File: config.mk
export PLATFORM = sky130hd
export DESIGN_NAME = tmr4_compare_timer
export DESIGN_NICKNAME = d
export VERILOG_FILES = /design/src/rtl/tmr4_pkg.sv /design/src/rtl/tmr4_chan.sv /design/src/rtl/tmr4_ctrl.sv /design/src/rtl/tmr4_datapath.sv /design/src/rtl/tmr4_compare_timer.sv
export SDC_FILE = /design/constraint.sdc
export NUM_CORES = 1
export LEC_CHECK = 0
export BUFFER_PORTS_ARGS = -buffer_cell sky130_fd_sc_hd__buf_2
export CORE_MARGIN = 8
export CORE_UTILIZATION = 50
export DETAILED_ROUTE_END_ITERATION = 10
export PLACE_DENSITY_LB_ADDON = 0.15
export RECOVER_POWER = 100
export SLEW_MARGIN = 20
export SYNTH_ARGS = -nofsm -noshare
export SYNTH_HDL_FRONTEND = slang
export SYNTH_HIERARCHICAL = 1
export SYNTH_SLANG_ARGS = --single-unit
File: constraint.sdc
create_clock -name clk -period 8.05 [get_ports clk]
set_input_delay 0.4025 -clock clk [delete_from_list [all_inputs] [get_ports clk]]
set_output_delay 0.4025 -clock clk [all_outputs]
set_load 0.005 [all_outputs]
File: src/rtl/tmr4_pkg.sv
package tmr4_pkg;

  localparam int CH_COUNT = 4;
  localparam int CNT_W    = 32;

  // Register word indices on the bus
  localparam int IDX_START    = 0;
  localparam int IDX_STOP     = 1;
  localparam int IDX_CLEAR    = 2;
  localparam int IDX_WIDTH    = 3;
  localparam int IDX_PRESC    = 4;
  localparam int IDX_COUNT    = 5;
  localparam int IDX_CC_BASE  = 8;
  localparam int IDX_EVT_BASE = IDX_CC_BASE + CH_COUNT;

  typedef enum logic [1:0] {
    WID_16 = 2'd0,
    WID_8  = 2'd1,
    WID_24 = 2'd2,
    WID_32 = 2'd3
  } widSel_e;

  // Strobes from control to datapath, one cycle wide
  typedef struct packed {
    logic                goRun;
    logic                haltRun;
    logic                zeroCnt;
    logic [CH_COUNT-1:0] dropEvt;
  } tmrStrobe_t;

  function automatic logic [CNT_W-1:0] widthMask(widSel_e w);
    case (w)
      WID_8:   return CNT_W'(32'h0000_00FF);
      WID_24:  return CNT_W'(32'h00FF_FFFF);
      WID_32:  return '1;
      default: return CNT_W'(32'h0000_FFFF);
    endcase
  endfunction

endpackage

File: src/rtl/tmr4_chan.sv
module tmr4_chan
  import tmr4_pkg::*;
(
  input  logic             clk,
  input  logic             rstN,
  input  logic             advance,
  input  logic [CNT_W-1:0] cntNext,
  input  logic [CNT_W-1:0] widMask,
  input  logic [CNT_W-1:0] ccVal,
  input  logic             dropEvt,
  output logic             evtFlag
);

  logic hit;

  // A hit only counts on a real counting step
  assign hit = advance && (cntNext == (ccVal & widMask));

  always_ff @(posedge clk or negedge rstN) begin
    if (!rstN) begin
      evtFlag <= 1'b0;
    end else if (hit) begin
      evtFlag <= 1'b1;        // hardware set wins over software clear
    end else if (dropEvt) begin
      evtFlag <= 1'b0;
    end
  end

endmodule

File: src/rtl/tmr4_ctrl.sv
module tmr4_ctrl
  import tmr4_pkg::*;
#(
  parameter  int ADDR_W = 4,
  parameter  int PS_MAX = 9,
  localparam int PS_W   = $clog2(PS_MAX + 1)
) (
  input  logic                          clk,
  input  logic                          rstN,
  input  logic                          busWrEn,
  input  logic [ADDR_W-1:0]             busAddr,
  input  logic [31:0]                   busWrData,
  input  logic [CNT_W-1:0]              cntVal,
  input  logic [CH_COUNT-1:0]           evtFlags,
  output tmrStrobe_t                    strobe,
  output widSel_e                       widSel,
  output logic [PS_W-1:0]               prescale,
  output logic [CH_COUNT-1:0][CNT_W-1:0] ccVal,
  output logic [31:0]                   busRdData
);

  logic trigBit;
  assign trigBit = busWrData[0];

  // Trigger and flag-clear decode
  always_comb begin
    strobe = '0;
    if (busWrEn && trigBit) begin
      if (busAddr == ADDR_W'(IDX_START)) strobe.goRun   = 1'b1;
      if (busAddr == ADDR_W'(IDX_STOP))  strobe.haltRun = 1'b1;
      if (busAddr == ADDR_W'(IDX_CLEAR)) strobe.zeroCnt = 1'b1;
    end
    for (int ch = 0; ch < CH_COUNT; ch++) begin
      if (busWrEn && !trigBit && (busAddr == ADDR_W'(IDX_EVT_BASE + ch)))
        strobe.dropEvt[ch] = 1'b1;
    end
  end

  // Configuration registers
  always_ff @(posedge clk or negedge rstN) begin
    if (!rstN) begin
      widSel   <= WID_16;
      prescale <= '0;
    end else if (busWrEn) begin
      if (busAddr == ADDR_W'(IDX_WIDTH))
        widSel <= widSel_e'(busWrData[1:0]);
      if (busAddr == ADDR_W'(IDX_PRESC)) begin
        if (busWrData > 32'(PS_MAX)) prescale <= PS_W'(PS_MAX);
        else                         prescale <= busWrData[PS_W-1:0];
      end
    end
  end

  // Compare value registers, one per channel
  for (genvar gc = 0; gc < CH_COUNT; gc++) begin : g_cc
    always_ff @(posedge clk or negedge rstN) begin
      if (!rstN) begin
        ccVal[gc] <= '0;
      end else if (busWrEn && (busAddr == ADDR_W'(IDX_CC_BASE + gc))) begin
        ccVal[gc] <= busWrData[CNT_W-1:0];
      end
    end
  end

  // Read multiplexer
  always_comb begin
    busRdData = '0;
    if (busAddr == ADDR_W'(IDX_WIDTH)) busRdData = 32'(widSel);
    if (busAddr == ADDR_W'(IDX_PRESC)) busRdData = 32'(prescale);
    if (busAddr == ADDR_W'(IDX_COUNT)) busRdData = 32'(cntVal);
    for (int ch = 0; ch < CH_COUNT; ch++) begin
      if (busAddr == ADDR_W'(IDX_CC_BASE + ch))  busRdData = 32'(ccVal[ch]);
      if (busAddr == ADDR_W'(IDX_EVT_BASE + ch)) busRdData = {31'b0, evtFlags[ch]};
    end
  end

endmodule

File: src/rtl/tmr4_datapath.sv
module tmr4_datapath
  import tmr4_pkg::*;
#(
  parameter  int PS_MAX = 9,
  localparam int PS_W   = $clog2(PS_MAX + 1),
  localparam int DIV_W  = (PS_MAX > 0) ? PS_MAX : 1
) (
  input  logic                           clk,
  input  logic                           rstN,
  input  logic                           tickIn,
  input  tmrStrobe_t                     strobe,
  input  widSel_e                        widSel,
  input  logic [PS_W-1:0]                prescale,
  input  logic [CH_COUNT-1:0][CNT_W-1:0] ccVal,
  output logic [CNT_W-1:0]               cntVal,
  output logic [CH_COUNT-1:0]            evtFlags,
  output logic                           running
);

  logic [DIV_W-1:0] divCnt;
  logic [DIV_W:0]   divSpan;
  logic [DIV_W-1:0] divMask;
  logic             divDone;
  logic [CNT_W-1:0] cnt;
  logic [CNT_W-1:0] widMask;
  logic [CNT_W-1:0] cntNext;
  logic             advance;

  assign widMask = widthMask(widSel);
  assign divSpan = (DIV_W + 1)'(1) << prescale;
  assign divMask = DIV_W'(divSpan - (DIV_W + 1)'(1));
  // >= keeps the divider from running away after prescale shrinks
  assign divDone = (divCnt >= divMask);
  assign advance = running && tickIn && divDone && !strobe.zeroCnt;
  assign cntNext = (cnt + CNT_W'(1)) & widMask;
  assign cntVal  = cnt & widMask;

  always_ff @(posedge clk or negedge rstN) begin
    if (!rstN) begin
      running <= 1'b0;
    end else if (strobe.goRun) begin
      running <= 1'b1;
    end else if (strobe.haltRun) begin
      running <= 1'b0;
    end
  end

  always_ff @(posedge clk or negedge rstN) begin
    if (!rstN) begin
      divCnt <= '0;
    end else if (strobe.zeroCnt) begin
      divCnt <= '0;
    end else if (running && tickIn) begin
      divCnt <= divDone ? '0 : divCnt + DIV_W'(1);
    end
  end

  always_ff @(posedge clk or negedge rstN) begin
    if (!rstN) begin
      cnt <= '0;
    end else if (strobe.zeroCnt) begin
      cnt <= '0;
    end else if (advance) begin
      cnt <= cntNext;
    end
  end

  for (genvar gc = 0; gc < CH_COUNT; gc++) begin : g_chan
    tmr4_chan i_chan (
      .clk     (clk),
      .rstN    (rstN),
      .advance (advance),
      .cntNext (cntNext),
      .widMask (widMask),
      .ccVal   (ccVal[gc]),
      .dropEvt (strobe.dropEvt[gc]),
      .evtFlag (evtFlags[gc])
    );
  end

endmodule

File: src/rtl/tmr4_compare_timer.sv
module tmr4_compare_timer
  import tmr4_pkg::*;
#(
  parameter int ADDR_W = 4,
  parameter int PS_MAX = 9
) (
  input  logic                clk,
  input  logic                rstN,
  input  logic                tickIn,
  input  logic                busWrEn,
  input  logic [ADDR_W-1:0]   busAddr,
  input  logic [31:0]         busWrData,
  output logic [31:0]         busRdData,
  output logic [CH_COUNT-1:0] cmpEvent
);

  localparam int PS_W = $clog2(PS_MAX + 1);

  tmrStrobe_t                     strobe;
  widSel_e                        widSel;
  logic [PS_W-1:0]                prescale;
  logic [CH_COUNT-1:0][CNT_W-1:0] ccVal;
  logic [CNT_W-1:0]               cntVal;
  logic                           running;

  tmr4_ctrl #(.ADDR_W(ADDR_W), .PS_MAX(PS_MAX)) i_ctrl (
    .clk       (clk),
    .rstN      (rstN),
    .busWrEn   (busWrEn),
    .busAddr   (busAddr),
    .busWrData (busWrData),
    .cntVal    (cntVal),
    .evtFlags  (cmpEvent),
    .strobe    (strobe),
    .widSel    (widSel),
    .prescale  (prescale),
    .ccVal     (ccVal),
    .busRdData (busRdData)
  );

  tmr4_datapath #(.PS_MAX(PS_MAX)) i_datapath (
    .clk      (clk),
    .rstN     (rstN),
    .tickIn   (tickIn),
    .strobe   (strobe),
    .widSel   (widSel),
    .prescale (prescale),
    .ccVal    (ccVal),
    .cntVal   (cntVal),
    .evtFlags (cmpEvent),
    .running  (running)
  );

endmodule

# After elaboration in Yosys (flattened, before gate mapping)
# Index checks and enable logic that the tools add are counted.
totals:
  elab_cells: 110
  mem_bits_rw: 0
  reg_bits: 180
  latch_bits: 0
  mem_count: 0
  romBits: 0
  input_bits: 40
classes:
  n_mux: 36
  n_bitwise: 6
  shifts: 1
  n_mul: 0
  order_cmp: 2
  n_div: 0
  n_reduce_logical: 29
  addsub: 3
  eq_ne: 20
ops:
  columns: ["operator", "n"]
  rows:
  - ["2-to-1 mux 32 bit", 11]
  - ["bitwise AND 32 bit", 6]
  - ["== test 32 bit", 4]
  - ["case mux 32 bit (3 select lines)", 1]
  - ["adder 32 x 1 -> 32 bit, second input constant", 1]
  - ["== test 4 bit, second input constant", 8]
  - ["greater-than comparator 32 x 4 -> 1 bit, second input constant", 1]
  - ["2-to-1 mux 9 bit", 3]
  - ["logical AND 1 bit", 17]
  - ["2-to-1 mux 1 bit", 17]
  - ["nonzero test 2 bit", 7]
  - ["adder 9 x 1 -> 9 bit, second input constant", 1]
  - [">= comparator 9 bit", 1]
  - ["<< shifter 1 x 4 -> 9 bit, first input constant", 1]
  - ["subtractor 9 x 1 -> 9 bit, second input constant", 1]
  - ["== test 4 x 2 -> 1 bit, second input constant", 2]
  - ["== test 4 x 3 -> 1 bit, second input constant", 2]
  - ["2-to-1 mux 4 bit", 2]
  - ["== test 2 bit, second input constant", 2]
  - ["== test 4 x 1 -> 1 bit, second input constant", 1]
  - ["logical NOT 4 bit", 1]
  - ["AND reduction 2 bit", 2]
  - ["2-to-1 mux 3 bit", 1]
  - ["== test 2 x 1 -> 1 bit, second input constant", 1]
  - ["other kinds (2)", 3]

# Depth between registers and ports, before layout
# Gate-level depths: netlist (run 1).
logic_depth:
  depth_word: 12
  ltp_mapped: 19
  depth_no_buf: 15

# By module
# The synthesis (run 1) kept the hierarchy.
modules_own_cells:
  columns: ["module", "area_per_inst_um2", "seq_area_each_um2", "cells_per_inst", "n_inst"]
  rows:
  - ["tmr4_ctrl", 6094.6, 3353.2, 464, 1]
  - ["tmr4_datapath", 3100.5, 1051.0, 368, 1]
  - ["tmr4_chan", 509.2, 25.0, 78, 4]

# Worst setup path after synthesis (run 1)
# Ideal clock, no wire load.
synth_timing:
  path_kind: "flip-flop to flip-flop"
  start: "register i_ctrl.prescale[1]"
  end: "register i_datapath.g_chan[0].i_chan.evtFlag"
  t_arrival_ps: 3617
  path_buffers: 4
  period_less_slack_ps: 3685
  stages_incl_launch_ff: 19
  required_ps: 7983
  path_slack_ps: 4365
  path_cell_list: "dfrtp_1 > clkbuf_1 > nor3_1 > nand2_1 > ha_1 > clkbuf_1 > nor3_1 > a21oi_1 > o21a_1 > ha_1 > nand4_1 > nor2_1 > a211o_1 > and3_1 > clkbuf_1 > clkbuf_1 > o221ai_1 > a2111oi_2 > a32o_1"
synth_between:
  elab_chain_len: 7
  elab_cells_between_ends: 8
synth_rtl:
  columns: ["item", "line", "text"]
  rows:
  - ["from (decl)", "tmr4_ctrl.sv:17", "output logic [PS_W-1:0] prescale,"]
  - ["from (signal assigned)", "tmr4_ctrl.sv:48", "if (busWrData > 32'(PS_MAX)) prescale <= PS_W'(PS_MAX);"]
  - ["from (signal assigned)", "tmr4_ctrl.sv:49", "else prescale <= busWrData[PS_W-1:0];"]
  - ["<< shifter 1 x 4 -> 9 bit *", "tmr4_datapath.sv:30", "assign divSpan = (DIV_W + 1)'(1) << prescale;"]
  - ["subtractor 9 x 1 -> 9 bit *", "tmr4_datapath.sv:31", "assign divMask = DIV_W'(divSpan - (DIV_W + 1)'(1));"]
  - [">= comparator 9 bit *", "tmr4_datapath.sv:33", "assign divDone = (divCnt >= divMask);"]
  - ["logical AND 1 bit * (2 in series)", "tmr4_datapath.sv:34", "assign advance = running && tickIn && divDone && !strobe.zeroCnt;"]
  - ["net i_datapath.advance", "tmr4_datapath.sv:27", "logic advance;"]
  - ["logical AND 1 bit *", "tmr4_chan.sv:17", "assign hit = advance && (cntNext == (ccVal & widMask));"]
  - ["2-to-1 mux 1 bit or nonzero test 2 bit (tied branches)", null, null]
  - ["to (signal assigned)", "tmr4_chan.sv:21", "evtFlag <= 1'b0;"]
  - ["to (signal assigned)", "tmr4_chan.sv:23", "evtFlag <= 1'b1;"]
  - ["to (signal assigned)", "tmr4_chan.sv:25", "evtFlag <= 1'b0;"]
  - ["to (decl)", "tmr4_chan.sv:11", "output logic evtFlag"]
# The timed path passes the listed nets; every way through them passes the cells marked *.
# A chain may end at the register's enable or synchronous reset.

==> impl_results.md, run 1 <==
- Status: finished with violations
- Violated checks: max-capacitance violations, max-slew violations
- Clk_lat worst skew: 450 ps
- Cells resized by post-CTS repair: 0
- Wire per inst: ~23 um
- Instance count of the mapped netlist: around 1100
- Nets: 1280
- Slowest library cell on the worst path: clkbuf_1
- Crit path time final: 4730 ps
- Die height: 166 um
- Cell-internal power: 1.86 mW
- Most used standard cell by instance count after synthesis: nand2_1
- Drc violations: 0
- Worst hold path class: in -> reg
- Area growth, synth to finish: 11.0%
- Vias/cell: 6.08
- Largest net degree at the start of global routing: 75
- Antenna fix cells: 0
- Largest area contributor in the synthesized netlist: dfrtp_1
- GR Util All Layers: 25.2%
- Psw: 0.923 mW
- Die Footprint: 27500 um2
- Transition time at the pin with the least slew margin: 3170 ps
- Part of the Yosys area used for sequential elements: 40.1%
- Initial antenna violation count: 0
- IO buf count: 75
- Share of power burned in the clock network: 33.3%
- Data required time of the worst path: 8230 ps
- First-pass GRT wire length: 54.5 mm
- Residual overflow from global routing: 0
- Power density of the placed cells: 223 nW/um2
- Utilization of the core after routing: a little under three fifths
- Main area contributors after synthesis: dfrtp_1 (40%), xor2_1 (9.7%), mux2_1 (7.8%)
- Crit Path Category: in -> async
- Switch share: 33.2%
- Endpoints failing hold: 0
- Synthesized flop and latch total: 180
- CTS Buf Count: 17
- Standard cell area after detailed placement: 11900 um2
- Most frequently used flop master after synthesis: dfrtp_1
- Count of nets left with antenna violations after detail routing: 0
- Detailed Routing Iterations Pass 1: 6
- Placeable core region: roughly 22000 um2
- Fraction of layout instances using a drive strength above 1: 12.8%
- Async set or reset register ratio after synthesis: 100%
- Post-route standard cell area excluding fillers: 12500 um2
- Width of the chip: 166 um
- Netlist area before placement: 11200 um2
- Unrepaired setup endpoints after global routing: no
- Yosys top cell area share: about two fifths
- Clock Pin Slew Worst Setup and Hold Paths: 80 ps
- Post-route clock period utilization: between 50% and 60%
- Area taken by flip-flops and latches: 4500 um2
- Reg2Reg Setup Slack: 3490 ps
- Yosys warning count: 6
- Placement Rows: 55
- Power share of the sequential group: between 40 and 50%
- Area of the multi-input gates: 6460 um2
- Post-Route Skew: 12.3 ps
- Number of placed instances, taps included: 1493
- Share of total power in combinational logic: between 20% and 30%
- Setup fix buffers added after clock tree synthesis: 0
- Hold WS: 233 ps
- CTS tree: yes
- Synthesized area divided by synthesized cell count: around 10 um2
- Number of fill cells in the layout: 2054
- Routability congestion estimate from global placement: 0.961
- Via count of the first global-routing pass: 9383
- Category of the worst setup path capture point: asynchronous set/reset pin
- Post-synth top cells: nand2_1 (190), dfrtp_1 (180), xor2_1 (125), mux2_1 (78), nor2_1 (59)
- Headroom to the max-slew limit: -111%
- Endpoints failing setup: 0
- Max-capacitance violation count: 7
- Synth unique cells: 64
- I/O pin count: 76
- Setup TNS: 0 ps
- Arrival time at the worst endpoint: around 5000 ps
- Total clock sinks: 180
- Number of max-slew violations in the final report: 287
- Total power draw: 2.78 mW
- Filler-free cell count of the finished design: 1526
- Aggregate routed wire length: 34.4 mm
- Post-detail-place hpwl: 24.3 mm
- CP Max Fanout: 74
- Initial core utilization: about 50%
- Worst setup timing slack at the placement stage: 4150 ps
- Highest clock rate: roughly 210 MHz
- Maximum root-to-sink buffer count: 2
- Largest stage delay, worst path: roughly 2200 ps
- Number of levels the H-tree was split into: 4
- P_leak: 5.59 nW
- Clock Root Buffer: clkbuf_16
- Number of enable-type register cells in the synthesized netlist: 0
- Final Worst Setup Slack: ~3300 ps
- Vias after detailed routing: 9282
- Drt first-iter violations: 952
- Critical path cell sequence: dlygate4sd3_1 > clkbuf_1 > clkbuf_2
- Maximum resistive drop on vdd: 0.000123 V
- Crit start category: input port
## repair_timing
item                       4_1_cts  5_1_grt
hold buffers                     1        0
hold endpoints to repair        55        0
setup endpoints to repair        0        0
## cells in the final DEF, fill, tap and decap left out, types with 4 or more instances in the layout
master and instances:
nand3_1 23, and3_1 16, nand2_1 191, nand3b_1 4
nor4_2 4, clkbuf_1 35, buf_2 44, a22o_1 18
o221ai_1 4, clkbuf_16 17, inv_6 4, nor3_1 12
buf_4 10, a222oi_1 30, o21ai_0 18, xnor2_1 29
mux2_1 78, a2111oi_0 4, conb_1 36, xor2_1 125
a21oi_1 28, a22oi_1 30, nand2b_1 5, nor2_1 62
o211ai_1 6, nor3b_1 4, ha_1 12, nor4_1 15
nor2b_1 6, nand4_1 36, a32o_1 7, dfrtp_1 180
mux2_2 55, and2_1 24, inv_1 18, bufinv_16 4
## path summary, 6_finish.rpt
kind / start / end / depth (start not counted)
min in group asynchronous: rstN / i_datapath/divCnt[2] / 2
hold / removal: busWrData[19] / i_ctrl/ccVal[115] / 2
setup reg to reg: i_ctrl/prescale[1] / i_datapath/cnt[0] / 12
setup / recovery: rstN / i_ctrl/ccVal[0] / 3
hold reg to reg: i_ctrl/ccVal[75] / i_ctrl/ccVal[75] / 1
max in group clk: i_ctrl/prescale[1] / i_datapath/cnt[0] / 12
## critical path, delay by kind of cell
| family | cells | cell delay, ps |
|---|---|---|
| buffers and inverters | 3 | 4390 |
## layout make-up
class	count	area share (%)
clock inverters	14	1.71
multi-input cells	921	51.8
repair buffers	90	3.51
flip-flops and latches	180	36.1
clock buffers	18	3.44
inverters	18	0.542
well taps	285	2.86
## power by group through the flow
| stage | clock network, mW | registers (mW) | logic [mW] |
|---|---|---|---|
| floorplan | 0 | 1.19 | 0.431 |
| global placement | 0 | 1.23 | 0.618 |
| detailed placement | 0 | 1.24 | 0.628 |
| CTS | 0.941 | 1.22 | 0.632 |
| global route | 0.970 | 1.25 | 0.692 |
| finish | 0.927 | 1.23 | 0.628 |
## cells by family after synthesis
family	Yosys count	synth area share [%]
buffers and inverters	78	3.14
adder cells (fa/ha/maj)	12	1.34
AO/OA/AOI/OAI	162	11.2
multiplexers	136	13.6
AND/OR/NAND/NOR	421	18.6
XOR/XNOR	154	12.0
flip-flops	180	40.1
other	1	0.0334
## state kept, by name, indices dropped and copies added (netlist names)
register	cells
i_ctrl/prescale	4
i_datapath/divCnt	9
i_datapath/running	1
i_ctrl/widSel	2
i_datapath/g_chan.i_chan/evtFlag	4
i_ctrl/ccVal	128
i_datapath/cnt	32
## metal layers
layer  GRT usage (%)  routed length (um)  vias up
li1                -                   -     4238
met1            33.6               15100     4622
met2            39.7               15900      352
met3            4.37                2150       70
met4            11.2                1290        0
met5               0                   0        -
No activity file was read; power rests on OpenSTA's default activity.
==> run 2: changes to the inputs <==
==> constraint.sdc (replaced) <==
create_clock -name clk -period 4.8 [get_ports clk]
set_input_delay 0.24 -clock clk [delete_from_list [all_inputs] [get_ports clk]]
set_output_delay 0.24 -clock clk [all_outputs]
set_load 0.005 [all_outputs]
==> impl_results.md, run 2 (same netlist as run 1, synthesis figures left out) <==
- Status: finished with violations (unchanged)
- Violated checks: max-capacitance violations, max-slew violations (unchanged)
- Switch share: 34.5% (was 33.2%)
- Post-route standard cell area excluding fillers: 12500 um2 (about the same)
- Endpoints failing hold: 0 (unchanged)
- Initial core utilization: 50.2% (unchanged)
- Most flop-heavy register: i_ctrl/ccVal (unchanged)
- DR WL met2: 15.8 mm (was 15.9 mm)
- Largest registers: i_ctrl/ccVal x128, i_datapath/cnt x32, i_datapath/divCnt x9 (unchanged)
- Placeable core region: 22400 um2 (unchanged)
- Worst hold path class: in -> reg (unchanged)
- Unrepaired setup endpoints after global routing: no (unchanged)
- Wire per inst: 22.3 um (was 22.5 um)
- Number of flip-flops in the largest register: 128 (unchanged)
- Die height: 166 um (unchanged)
- Fraction of layout instances using a drive strength above 1: 13.6% (was 12.8%)
- Power share of the sequential group: 45.1% (was 44.1%)
- I/O pin count: 76 (unchanged)
- Nets: 1280 (unchanged)
- M1 WL: 15.0 mm (was 15.1 mm)
- Cells resized by post-CTS repair: 0 (unchanged)
- Critical path cell sequence: clkbuf_1 > nand2b_2 > nor2_1 > nand2_1 > mux2_1 (was dlygate4sd3_1 > clkbuf_1 > clkbuf_2)
- Final Worst Setup Slack: 522 ps (was 3320 ps)
- Routability congestion estimate from global placement: 0.922 (was 0.961)
- Clk_lat worst skew: 440 ps (was 450 ps)
- Crit start category: input port (unchanged)
- Width of the chip: 166 um (unchanged)
- Category of the worst setup path capture point: flip-flop (was asynchronous set/reset pin)
- Endpoints failing setup: 0 (unchanged)
- GR Util All Layers: 25.1% (was 25.2%)
- Data required time of the worst path: 5110 ps (was 8230 ps)
- Headroom to the max-slew limit: -56.0% (was -111%)
- Count of nets left with antenna violations after detail routing: 0 (unchanged)
- Slowest library cell on the worst path: nand2_1 (was clkbuf_1)
- Maximum resistive drop on vdd: 0.000187 V (was 0.000123 V)
- First-pass GRT wire length: 54.2 mm (was 54.5 mm)
- Share of total power in combinational logic: 22.9% (was 22.6%)
- CTS tree: yes (unchanged)
- Arrival time at the worst endpoint: 4590 ps (was 4910 ps)
- Placement Rows: 55 (unchanged)
- Psw: 1.57 mW (was 0.923 mW)
- Highest clock rate: roughly 230 MHz
- Total clock sinks: 180 (unchanged)
- CP Max Fanout: 32 (was 74)
- Detailed Routing Iterations Pass 1: 6 (unchanged)
- Vias/cell: 6.04 (was 6.08)
- Largest net degree at the start of global routing: 89 (was 75)
- Maximum root-to-sink buffer count: 2 (unchanged)
- Power density of the placed cells: 365 nW/um2 (was 223 nW/um2)
- Aggregate routed wire length: 34.1 mm (was 34.4 mm)
- Worst setup timing slack at the placement stage: 1020 ps (was 4150 ps)
- Setup fix buffers added after clock tree synthesis: 0 (unchanged)
- Max-capacitance violation count: 5 (was 7)
- Clock Root Buffer: clkbuf_16 (unchanged)
- Post-detail-place hpwl: 24.2 mm (was 24.3 mm)
- P_leak: 5.60 nW (was 5.59 nW)
- Setup TNS: 0 ps (unchanged)
- Area growth, synth to finish: 10.9% (was 11.0%)
- Die Footprint: 27500 um2 (unchanged)
- Antenna fix cells: 0 (unchanged)
- Most frequent cells in the layout: nand2_1 (191), dfrtp_1 (180), xor2_1 (125) (unchanged)
- Initial antenna violation count: 0 (unchanged)
- Crit path time final: 4280 ps
- Transition time at the pin with the least slew margin: 2340 ps (was 3170 ps)
- Met3 wirelength from detailed routing: 2.09 mm (was 2.15 mm)
- Vias after detailed routing: 9221 (was 9282)
- Crit Path Category: in -> reg (was in -> async)
- Cell-internal power: 2.98 mW (was 1.86 mW)
- Largest stage delay, worst path: 1530 ps (was 2220 ps)
- Clock Pin Slew Worst Setup and Hold Paths: 70 ps (was 80 ps)
- Most common cell after layout, fill and taps aside: nand2_1 (unchanged)
- IO buf count: 75 (unchanged)
- Drt first-iter violations: 975 (was 952)
- Post-route clock period utilization: 89.1%
- Number of levels the H-tree was split into: 4 (unchanged)
- Post-Route Skew: 14.1 ps (was 12.3 ps)
- Drc violations: 0 (unchanged)
- Residual overflow from global routing: 0 (unchanged)
- Standard cell area after detailed placement: 11900 um2 (unchanged)
- Via count of the first global-routing pass: 9393 (was 9383)
- # hold bufs at CTS: 1 (unchanged)
- Highest signal layer in the routed design: met4 (unchanged)
- Number of max-slew violations in the final report: 188 (was 287)
- Share of power burned in the clock network: 32.0% (was 33.3%)
- CTS Buf Count: 17 (unchanged)
[run 2: cell count changes in the layout (fill, tap and decap cells not counted), moves of 2 or more]
| cell | before | now |
|---|---|---|
| clkbuf_2 | 1 | 3 |
| buf_4 | 10 | 8 |
| buf_2 | 44 | 50 |
| clkinv_8 | 0 | 3 |
| clkinv_4 | 1 | 4 |
| clkinvlp_4 | 2 | 0 |
| clkbuf_1 | 35 | 27 |
| inv_6 | 4 | 2 |
| inv_8 | 3 | 5 |
| inv_1 | 18 | 16 |
| bufinv_16 | 4 | 1 |
[run 2: path summary, 6_finish.rpt]
check                           depth (start not counted)  slack [ps]                end          startpoint
min in group asynchronous                               2        1010   i_ctrl/ccVal[98]                rstN
worst max-delay path                                    5         520   i_ctrl/ccVal[53]          busAddr[0]
worst min-delay path                                    2          70  i_ctrl/ccVal[106]       busWrData[10]
worst max register to register                         13         650  i_datapath/cnt[8]  i_ctrl/prescale[1]
worst min register to register                          1         520  i_ctrl/ccVal[104]   i_ctrl/ccVal[104]
max in group asynchronous                               3        1550  i_ctrl/ccVal[122]                rstN
[run 2: area by class of cell]
cell class | count | area (um2)
Clock inverter | 15 | 188
Timing Repair Buffer | 90 | 440
Sequential cell | 180 | 4500
Multi-Input combinational cell | 921 | 6470
Clock buffer | 17 | 425
Fill cell | 2055 | 9910
Tap cell | 285 | 357
Inverter | 18 | 67.6
[run 2: power by group through the flow]
stage	clock, mW	combinational (mW)	sequential (mW)
final	1.46	1.04	2.05
after global routing	1.53	1.15	2.10
after detailed placement	0	1.05	2.08
after CTS	1.48	1.05	2.05
after floorplan	0	0.722	1.99
after global placement	0	1.03	2.07
[run 2: stage by stage]
step | hold slack [ps] | instances | utilization (%) | total power, mW
after floorplan | -55.6 | 1179 | - | 2.71
after global placement | 368 | 1493 | 53.4 | 3.10
after detailed placement | 376 | 1493 | 53.4 | 3.13
after CTS | 61.6 | 1526 | 56.2 | 4.58
after global routing | 73.3 | 1526 | 55.7 | 4.78
final | 70.1 | 1526 | 55.7 | 4.55
[run 2: layer usage]
metal,track usage [%],up-vias
met3,4.28,67
li1,-,4234
met2,39.9,337
met5,0,-
met4,10.6,0
met1,33.3,4583
[run 2: worst max-delay path: cells and delay by family]
family	cells	cell delay, ps
muxes	1	760
and+or+nand+nor	3	2870
buffers and inverters	1	690
